## config.mk

```make
export PLATFORM = sky130hd
export DESIGN_NAME = rsc_unit
export DESIGN_NICKNAME = d
export VERILOG_FILES = /design/src/rtl/rsc_pkg.sv /design/src/rtl/rsc_opnd.sv /design/src/rtl/rsc_adder.sv /design/src/rtl/rsc_cmp.sv /design/src/rtl/rsc_unit.sv
export SDC_FILE = /design/constraint.sdc
export NUM_CORES = 1
export LEC_CHECK = 0
export BUFFER_PORTS_ARGS = -buffer_cell sky130_fd_sc_hd__clkbuf_2
export CORE_MARGIN = 2
export CORE_UTILIZATION = 40
export DETAILED_ROUTE_END_ITERATION = 8
export PLACE_DENSITY_LB_ADDON = 0.1
export SYNTH_ARGS = -nofsm -noshare
export SYNTH_HDL_FRONTEND = slang
export SYNTH_HIERARCHICAL = 1
export SYNTH_SLANG_ARGS = --single-unit
```

## constraint.sdc

```tcl
create_clock -name clk -period 9.45 [get_ports clk]
set_input_delay 1.89 -clock clk [delete_from_list [all_inputs] [get_ports clk]]
set_output_delay 1.89 -clock clk [all_outputs]
set_load 0.005 [all_outputs]
```

## src/rtl/rsc_pkg.sv

```systemverilog
package rsc_pkg;

  localparam int OPC_W  = 6;
  localparam int FUNC_W = 11;

  localparam logic [OPC_W-1:0]  OPC_CMP_HOST = 6'b000101;
  localparam logic [FUNC_W-1:0] FUNC_CMP_S   = 11'h001;
  localparam logic [FUNC_W-1:0] FUNC_CMP_U   = 11'h003;

  typedef struct packed {
    logic legal;    // opcode belongs to this arithmetic group
    logic inv_a;    // reverse subtract: invert operand A
    logic use_cin;  // take carry flag instead of the constant
    logic keep;     // leave carry flag untouched
  } op_ctl_t;

  typedef enum logic [1:0] {
    CMP_OFF      = 2'd0,
    CMP_SIGNED   = 2'd1,
    CMP_UNSIGNED = 2'd2
  } cmp_mode_t;

  function automatic op_ctl_t decode_op(input logic [OPC_W-1:0] op);
    op_ctl_t c;
    c.legal   = (op[5:4] == 2'b00) && !(op[3:1] == 3'b111);
    c.inv_a   = op[0];
    c.use_cin = op[1];
    c.keep    = op[2];
    return c;
  endfunction

  function automatic cmp_mode_t decode_cmp(input logic [OPC_W-1:0] op,
                                           input logic [FUNC_W-1:0] fn,
                                           input logic imm_form);
    cmp_mode_t m;
    m = CMP_OFF;
    if (op == OPC_CMP_HOST && !imm_form) begin
      if (fn == FUNC_CMP_S)      m = CMP_SIGNED;
      else if (fn == FUNC_CMP_U) m = CMP_UNSIGNED;
    end
    return m;
  endfunction

endpackage

```

## src/rtl/rsc_opnd.sv

```systemverilog
module rsc_opnd
  import rsc_pkg::*;
#(
  parameter int DATA_W = 32,
  parameter int IMM_W  = 16
) (
  input  logic [DATA_W-1:0] a_i,
  input  logic [DATA_W-1:0] b_i,
  input  logic [IMM_W-1:0]  imm_i,
  input  logic              imm_sel_i,
  input  op_ctl_t           ctl_i,
  input  logic              flag_i,
  output logic [DATA_W-1:0] x_o,
  output logic [DATA_W-1:0] y_o,
  output logic              cin_o
);

  localparam int EXT_W = DATA_W - IMM_W;

  logic [DATA_W-1:0] imm_ext;

  generate
    if (EXT_W > 0) begin : g_sext
      assign imm_ext = {{EXT_W{imm_i[IMM_W-1]}}, imm_i};
    end else begin : g_trunc
      assign imm_ext = imm_i[DATA_W-1:0];
    end
  endgenerate

  always_comb begin
    y_o   = imm_sel_i ? imm_ext : b_i;
    x_o   = ctl_i.inv_a ? ~a_i : a_i;
    cin_o = ctl_i.use_cin ? flag_i : ctl_i.inv_a;
  end

endmodule

```

## src/rtl/rsc_adder.sv

```systemverilog
module rsc_adder #(
  parameter int DATA_W = 32
) (
  input  logic [DATA_W-1:0] x_i,
  input  logic [DATA_W-1:0] y_i,
  input  logic              cin_i,
  output logic [DATA_W-1:0] sum_o,
  output logic              cout_o
);

  logic [DATA_W:0] wide;

  always_comb begin
    wide   = {1'b0, x_i} + {1'b0, y_i} + {{DATA_W{1'b0}}, cin_i};
    sum_o  = wide[DATA_W-1:0];
    cout_o = wide[DATA_W];
  end

endmodule

```

## src/rtl/rsc_cmp.sv

```systemverilog
module rsc_cmp
  import rsc_pkg::*;
(
  input  cmp_mode_t mode_i,
  input  logic      a_msb_i,
  input  logic      b_msb_i,
  input  logic      diff_msb_i,
  input  logic      cout_i,
  output logic      active_o,
  output logic      b_lt_a_o
);

  logic lt_signed;
  logic lt_unsigned;

  always_comb begin
    // Signs differ: B is below A exactly when B is negative.
    lt_signed   = (a_msb_i ^ b_msb_i) ? b_msb_i : diff_msb_i;
    // B + ~A + 1 carries out when no borrow, i.e. B >= A.
    lt_unsigned = !cout_i;
    active_o    = (mode_i != CMP_OFF);
    unique case (mode_i)
      CMP_SIGNED:   b_lt_a_o = lt_signed;
      CMP_UNSIGNED: b_lt_a_o = lt_unsigned;
      default:      b_lt_a_o = 1'b0;
    endcase
  end

endmodule

```

## src/rtl/rsc_unit.sv

```systemverilog
module rsc_unit
  import rsc_pkg::*;
#(
  parameter int DATA_W = 32,
  parameter int IMM_W  = 16
) (
  input  logic              clk,
  input  logic              rst,
  input  logic              in_vld,
  input  logic [5:0]        opcode,
  input  logic [10:0]       func,
  input  logic [DATA_W-1:0] opnd_a,
  input  logic [DATA_W-1:0] opnd_b,
  input  logic [IMM_W-1:0]  imm,
  input  logic              imm_sel,
  input  logic              carry_in,
  output logic              res_vld,
  output logic [DATA_W-1:0] result,
  output logic              carry_out,
  output logic              carry_we
);

  localparam int MSB = DATA_W - 1;

  op_ctl_t           ctl;
  cmp_mode_t         cmode;
  logic [DATA_W-1:0] x_val, y_val, sum_val, res_next;
  logic              cin_val, cout_val, cmp_on, cmp_lt;
  logic              accept;

  always_comb begin
    ctl    = decode_op(opcode);
    cmode  = decode_cmp(opcode, func, imm_sel);
    accept = in_vld && ctl.legal;
  end

  rsc_opnd #(.DATA_W(DATA_W), .IMM_W(IMM_W)) u_opnd (
    .a_i       (opnd_a),
    .b_i       (opnd_b),
    .imm_i     (imm),
    .imm_sel_i (imm_sel),
    .ctl_i     (ctl),
    .flag_i    (carry_in),
    .x_o       (x_val),
    .y_o       (y_val),
    .cin_o     (cin_val)
  );

  rsc_adder #(.DATA_W(DATA_W)) u_add (
    .x_i    (x_val),
    .y_i    (y_val),
    .cin_i  (cin_val),
    .sum_o  (sum_val),
    .cout_o (cout_val)
  );

  rsc_cmp u_cmp (
    .mode_i     (cmode),
    .a_msb_i    (opnd_a[MSB]),
    .b_msb_i    (y_val[MSB]),
    .diff_msb_i (sum_val[MSB]),
    .cout_i     (cout_val),
    .active_o   (cmp_on),
    .b_lt_a_o   (cmp_lt)
  );

  always_comb begin
    res_next = sum_val;
    if (cmp_on) res_next[MSB] = cmp_lt;
  end

  always_ff @(posedge clk) begin
    if (rst) begin
      res_vld   <= 1'b0;
      carry_we  <= 1'b0;
      carry_out <= 1'b0;
      result    <= '0;
    end else begin
      res_vld  <= accept;
      carry_we <= accept && !ctl.keep;
      if (accept) begin
        result    <= res_next;
        carry_out <= cout_val;
      end
    end
  end

endmodule

```

**After elaboration in Yosys (flattened, before gate mapping)**

Cells that the tools add are included.

- Register bits: 35
- Word-level logic and storage cells: 33

- Eq/ne operators: 6
- Reduce and logical (&&, ||, !) cells: 10
- Mux-type cells: 9
- Bitwise gates (word level): 2
- $add $sub $neg: 2

Operator list:

| kind | number |
|---|---|
| 32-bit two-way mux | 2 |
| 32-bit by 32-bit adder with 33-bit output | 1 |
| 33-bit by 1-bit adder with 33-bit output | 1 |
| 32-bit inverter | 1 |
| 11-bit by 1-bit equality test with 1-bit output (second input constant) | 1 |
| 11-bit by 2-bit equality test with 1-bit output (second input constant) | 1 |
| 6-bit by 3-bit equality test with 1-bit output (second input constant) | 1 |
| 2-bit two-way mux | 3 |
| 1-bit logical AND | 4 |
| 1-bit zero test | 4 |
| 3-bit equality test (second input constant) | 1 |
| 1-bit two-way mux | 3 |
| 2-bit by 1-bit equality test with 1-bit output (second input constant) | 1 |
| 2-bit equality test (second input constant) | 1 |
| 2-bit zero test | 1 |
| 1-bit one-hot mux with 2 select lines | 1 |
| 2-bit nonzero test | 1 |
| 1-bit XOR | 1 |

**Depth between registers and ports, before layout**

- Depth after elaboration: 7
- Mapped depth: 17
- Mapped depth without buffers: 15

**By module**

Netlist, hierarchy kept.

Modules (own cells, without submodules):

| module | instances | sequential area each (µm²) | area an instance (µm²) | cells an instance |
|---|---|---|---|---|
| rsc_adder | 1 | 0.0 | 1854.3 | 259 |
| rsc_unit | 1 | 700.7 | 1542.7 | 166 |
| rsc_opnd | 1 | 0.0 | 882.1 | 74 |
| rsc_cmp | 1 | 0.0 | 82.6 | 12 |

**Worst setup path before layout**

OpenSTA, ideal clock, no wires.

- Path kind: input port to flip-flop
- From: input opcode[0]
- To: register result[31]
- Slack: 4263 ps
- Cell stages on the path: 17
- Library setup time: 86 ps
- Data arrival time: 5101 ps
- Buffers on the path: 2
- Path through: buf_4 -> buf_6 -> xor2_1 -> fa_1 -> fa_1 -> a21oi_1 -> o32ai_1 -> o211ai_2 -> a21o_1 -> o21ai_2 -> a21o_1 -> a211o_1 -> nor2b_1 -> a21oi_1 -> a21oi_2 -> mux2i_1 -> a211oi_1

- Word-level cells in the longest chain between the ends: 6

Ends and longest elaborated chain:

| what | RTL line | source |
|---|---|---|
| from (decl) | rsc_unit.sv:10 | `input logic [5:0] opcode,` |
| 32-bit two-way mux | rsc_opnd.sv:32 | `x_o = ctl_i.inv_a ? ~a_i : a_i;` |
| via x_val[0] | rsc_unit.sv:27 | `logic [DATA_W-1:0] x_val, y_val, sum_val, res_next;` |
| 32-bit by 32-bit adder with 33-bit output | rsc_adder.sv:14 | `wide = {1'b0, x_i} + {1'b0, y_i} + {{DATA_W{1'b0}}, cin_i};` |
| 33-bit by 1-bit adder with 33-bit output | rsc_adder.sv:14 |  |
| via cout_val | rsc_unit.sv:28 | `logic cin_val, cout_val, cmp_on, cmp_lt;` |
| 1-bit zero test | rsc_cmp.sv:20 | `lt_unsigned = !cout_i;` |
| 1-bit one-hot mux with 2 select lines | rsc_cmp.sv:22 | `unique case (mode_i)` |
| via cmp_lt | rsc_unit.sv:28 |  |
| 1-bit two-way mux | rsc_unit.sv:69 | `if (cmp_on) res_next[MSB] = cmp_lt;` |
| to (signal assigned) | rsc_unit.sv:82 | `result <= res_next;` |
| to (decl) | rsc_unit.sv:18 | `output logic [DATA_W-1:0] result,` |

The timed path passes the listed nets, and every way through them passes these cells.
A chain may end at the register's enable or synchronous reset.

**Final worst setup path**

- From: input imm_sel
- To: register result[31]

- Word-level cells in the longest chain between the ends: 6

Ends and longest elaborated chain:

| what | RTL line | source |
|---|---|---|
| from (decl) | rsc_unit.sv:15 | `input logic imm_sel,` |
| 32-bit two-way mux | rsc_opnd.sv:31 | `y_o = imm_sel_i ? imm_ext : b_i;` |
| via y_val[0] | rsc_unit.sv:27 |  |
| 32-bit by 32-bit adder with 33-bit output | rsc_adder.sv:14 |  |
| 33-bit by 1-bit adder with 33-bit output | rsc_adder.sv:14 |  |
| via cout_val | rsc_unit.sv:28 |  |
| 1-bit zero test | rsc_cmp.sv:20 |  |
| 1-bit one-hot mux with 2 select lines | rsc_cmp.sv:22 |  |
| via cmp_lt | rsc_unit.sv:28 |  |
| 1-bit two-way mux | rsc_unit.sv:69 |  |

The timed path passes the listed nets, and every way through them passes these cells.

==> out/results.tsv <==
metric	value	unit
Nets	764	
Crit Path Category	in2reg	
DR DRC count	0	
vias in the first global route	3916	
clk buf depth	2	
initial antenna violation count	0	
prevailing post-synth register cell	dfxtp_1	
Detail Route Antenna Nets	0	
Syn. warnings	6	
Psw	253	µW
flops & latches, synth	35	
wirelength, routed	11600	µm
Metal-1 WL	5730	µm
Layout Cells excl Fill	766	
Setup Buffers After CTS	0	
Power Internal	362	µW
Starting Density	40.6	%
logic gate share of total power	55.7	%
placed wire-length estimate	8980	µm
Reg power frac	26.3	%
die width	108	µm
critical path's slowest cell	buf_4	
Area Growth Syn to Fin	16.6	%
Register-to-Register Path Depth	2	
max frequency	175	MHz
drt wl/cell	15.2	µm
Hold Crit Class	reg2reg	
area post-placement	5000	µm²
Relative slew margins	34.0	%
post-layout min period	5730	ps
pwr dens	121	nW/µm²
DR WL met3	565	µm
largest net degree at the start of global routing	68	
Max Cap Viol	0	
Post-synth EDFFs	0	
worst-path fanout max	33	
GRT overflow	0	
io pins	137	
RSZ-0062 raised after global routing	false	
Worst path max stage delay	470	ps
async set-or-reset flop fraction in the synthesized netlist	0	%
Clock power frac	18.0	%
FF/Latch Area	701	µm²
Non-Filler Cell Area, Final	5090	µm²
most frequent cells in the layout	clkbuf_2 (136), xor2_1 (47), o21ai_0 (40)	
peak supply drop	0.0535	mV
GRT Total Usage	19.4	%
hold buffer count at CTS	0	
IO Port Bufs	136	
drt initial violations	293	
period utilization	60.6	%
final hold slack	473	ps
global-route wire length before repair	18700	µm
Sw Share	41.2	%
core area	10700	µm²
final RePlAce weighted congestion	0.909	
Worst Max-Slew Pin Slew	990	ps
most common cell after layout, fill and taps aside	clkbuf_2	
Chip Height	108	µm
crit path capture type	flip-flop	
htree depth	2	
Synth cell types	63	
Cells after Synth	511	
Setup TNS	0	ps
Min-Delay Path Depth	2	
final hold violations	0	
post_cts resized	0	
CTS root buf	clkbuf_8	
diodes inserted	0	
outcome	complete, no violations	
max layer used	met4	
Seq/Total Area, Yosys	16.1	%
CP cell instances	clkbuf_2, buf_4, mux2_2, fa_1, fa_1, a21oi_1, o32ai_1, o211ai_2, a21o_1, o21ai_2, a21o_1, a211o_1, nor2b_1, a21oi_1, a21oi_2, mux2i_1, a211oi_1	
Multi-input gate area	3370	µm²
clk slew on worst S/H paths	70	ps
leak pwr	0.00234	µW
WP data arrival	5910	ps
Required @ worst endpoint	9630	ps
met2 routed WL	5220	µm
syn nets	649	
placed cells	759	
Worst Skew	0	ps
FILL cells	1113	
Critical Path Start Type	input port	
Final Setup Violations	0	
total count of max-transition violations in the final report	0	
FP Rows	38	
layout cells sized above 1	30.8	%
clk sinks	35	
total CTS buffers	5	
DRT Pass-1 Iters	5	
CTS tree	built	
post-synth design cell area	4360	µm²
DIE AREA	11800	µm²
vias per cell	5.41	
worst skew pair latency	280	ps
via count	4143	
Avg Cell Area, Syn	8.54	µm²
## cell usage after synthesis (2+ instances only)
| cell | count | area share, % |
|---|---|---|
| inv_1 | 11 | 0.95 |
| a211o_1 | 3 | 0.60 |
| a21o_1 | 12 | 2.1 |
| o31ai_1 | 3 | 0.52 |
| nor4_1 | 2 | 0.29 |
| o21ai_0 | 40 | 4.6 |
| nand4_1 | 8 | 1.1 |
| nand3_1 | 7 | 0.80 |
| o21a_1 | 4 | 0.69 |
| and3_1 | 4 | 0.57 |
| buf_2 | 4 | 0.46 |
| nand4b_1 | 32 | 6.4 |
| nor3_1 | 10 | 1.1 |
| nand2b_1 | 32 | 4.6 |
| xor2_1 | 47 | 9.4 |
| mux2_2 | 3 | 0.77 |
| ha_1 | 34 | 9.8 |
| o21bai_1 | 5 | 0.86 |
| fa_1 | 2 | 0.92 |
| clkbuf_1 | 12 | 1.0 |
| xnor2_1 | 10 | 2.0 |
| nand2_1 | 24 | 2.1 |
| buf_4 | 5 | 0.86 |
| buf_6 | 7 | 1.8 |
| nor2b_1 | 2 | 0.29 |
| a21oi_1 | 36 | 4.1 |
| nor2_1 | 23 | 2.0 |
| mux2_4 | 30 | 10 |
| mux2i_1 | 2 | 0.46 |
| a211oi_1 | 7 | 1.2 |
| o211ai_1 | 4 | 0.69 |
| nor4bb_1 | 2 | 0.46 |
| or3_1 | 4 | 0.57 |
| dfxtp_1 | 35 | 16 |
| o21ai_1 | 14 | 1.6 |
| a21boi_1 | 2 | 0.34 |
| buf_12 | 3 | 1.4 |
## sequential cells by signal, summed over array words and instances (netlist names)
| name | count |
|---|---|
| carry_out | 1 |
| carry_we | 1 |
| res_vld | 1 |
| result | 32 |
## final timing paths
path	slack, ps	end	startpoint
setup / recovery	3720	result[31]$_SDFFE_PP0P_	imm_sel
hold / removal	470	result[18]$_SDFFE_PP0P_	result[18]$_SDFFE_PP0P_
hold reg to reg	470	result[18]$_SDFFE_PP0P_	result[18]$_SDFFE_PP0P_
setup reg to reg	8710	result[31]$_SDFFE_PP0P_	result[31]$_SDFFE_PP0P_
## metrics by stage
| stage | total power (µW) | worst slack [ps] | utilization, % |
|---|---|---|---|
| 6_report | 614 | 3720 | 47.3 |
| 5_1_grt | 662 | 3430 | 47.3 |
| 4_1_cts | 616 | 3710 | 47.3 |
| 3_5_place_dp | 504 | 3420 | 46.5 |
| 3_3_place_gp | 501 | 3540 | 46.5 |
| 2_1_floorplan | 420 | 4260 | - |
## power groups by stage
stage / Clock (µW) / Sequential, µW / Combinational (µW)
finish: 110 / 162 / 342
global route: 120 / 163 / 379
CTS: 113 / 162 / 340
detailed placement: 0 / 165 / 339
global placement: 0 / 165 / 336
floorplan: 0 / 165 / 255
## kinds of logic after synthesis
kind of cell	Yosys count	share of synthesized area [%]
and+or+nand+nor	161	22.5
AOI/OAI and AO/OA	144	21.2
xor gates and xnor gates	57	11.4
buffers and inverters	43	6.57
adders and majority gates	36	10.7
muxes	35	11.6
DFF	35	16.1
## critical path: cells and delay by family
| family | cells | cell delay (ps) |
|---|---|---|
| compound gates | 10 | 1880 |
| fa+ha+maj | 2 | 880 |
| simple gates | 1 | 160 |
| mux | 2 | 500 |
| buf+inv | 2 | 550 |
## metal layers
metal / GRT usage (%) / vias up
met2: 32.2 / 121
met3: 2.29 / 11
li1: - / 2094
met1: 27.2 / 1917
met5: 0 / -
met4: 3.57 / 0
## cell type report
type / count / area share (%)
multi-input combinational: 433 / 66.3
timing repair buffer: 139 / 13.8
sequential: 35 / 13.8
tap: 140 / 3.44
clock buffer: 6 / 1.62
inverter: 12 / 0.886
clock inverter: 1 / 0.0984
(Power assumes the default switching activity.)
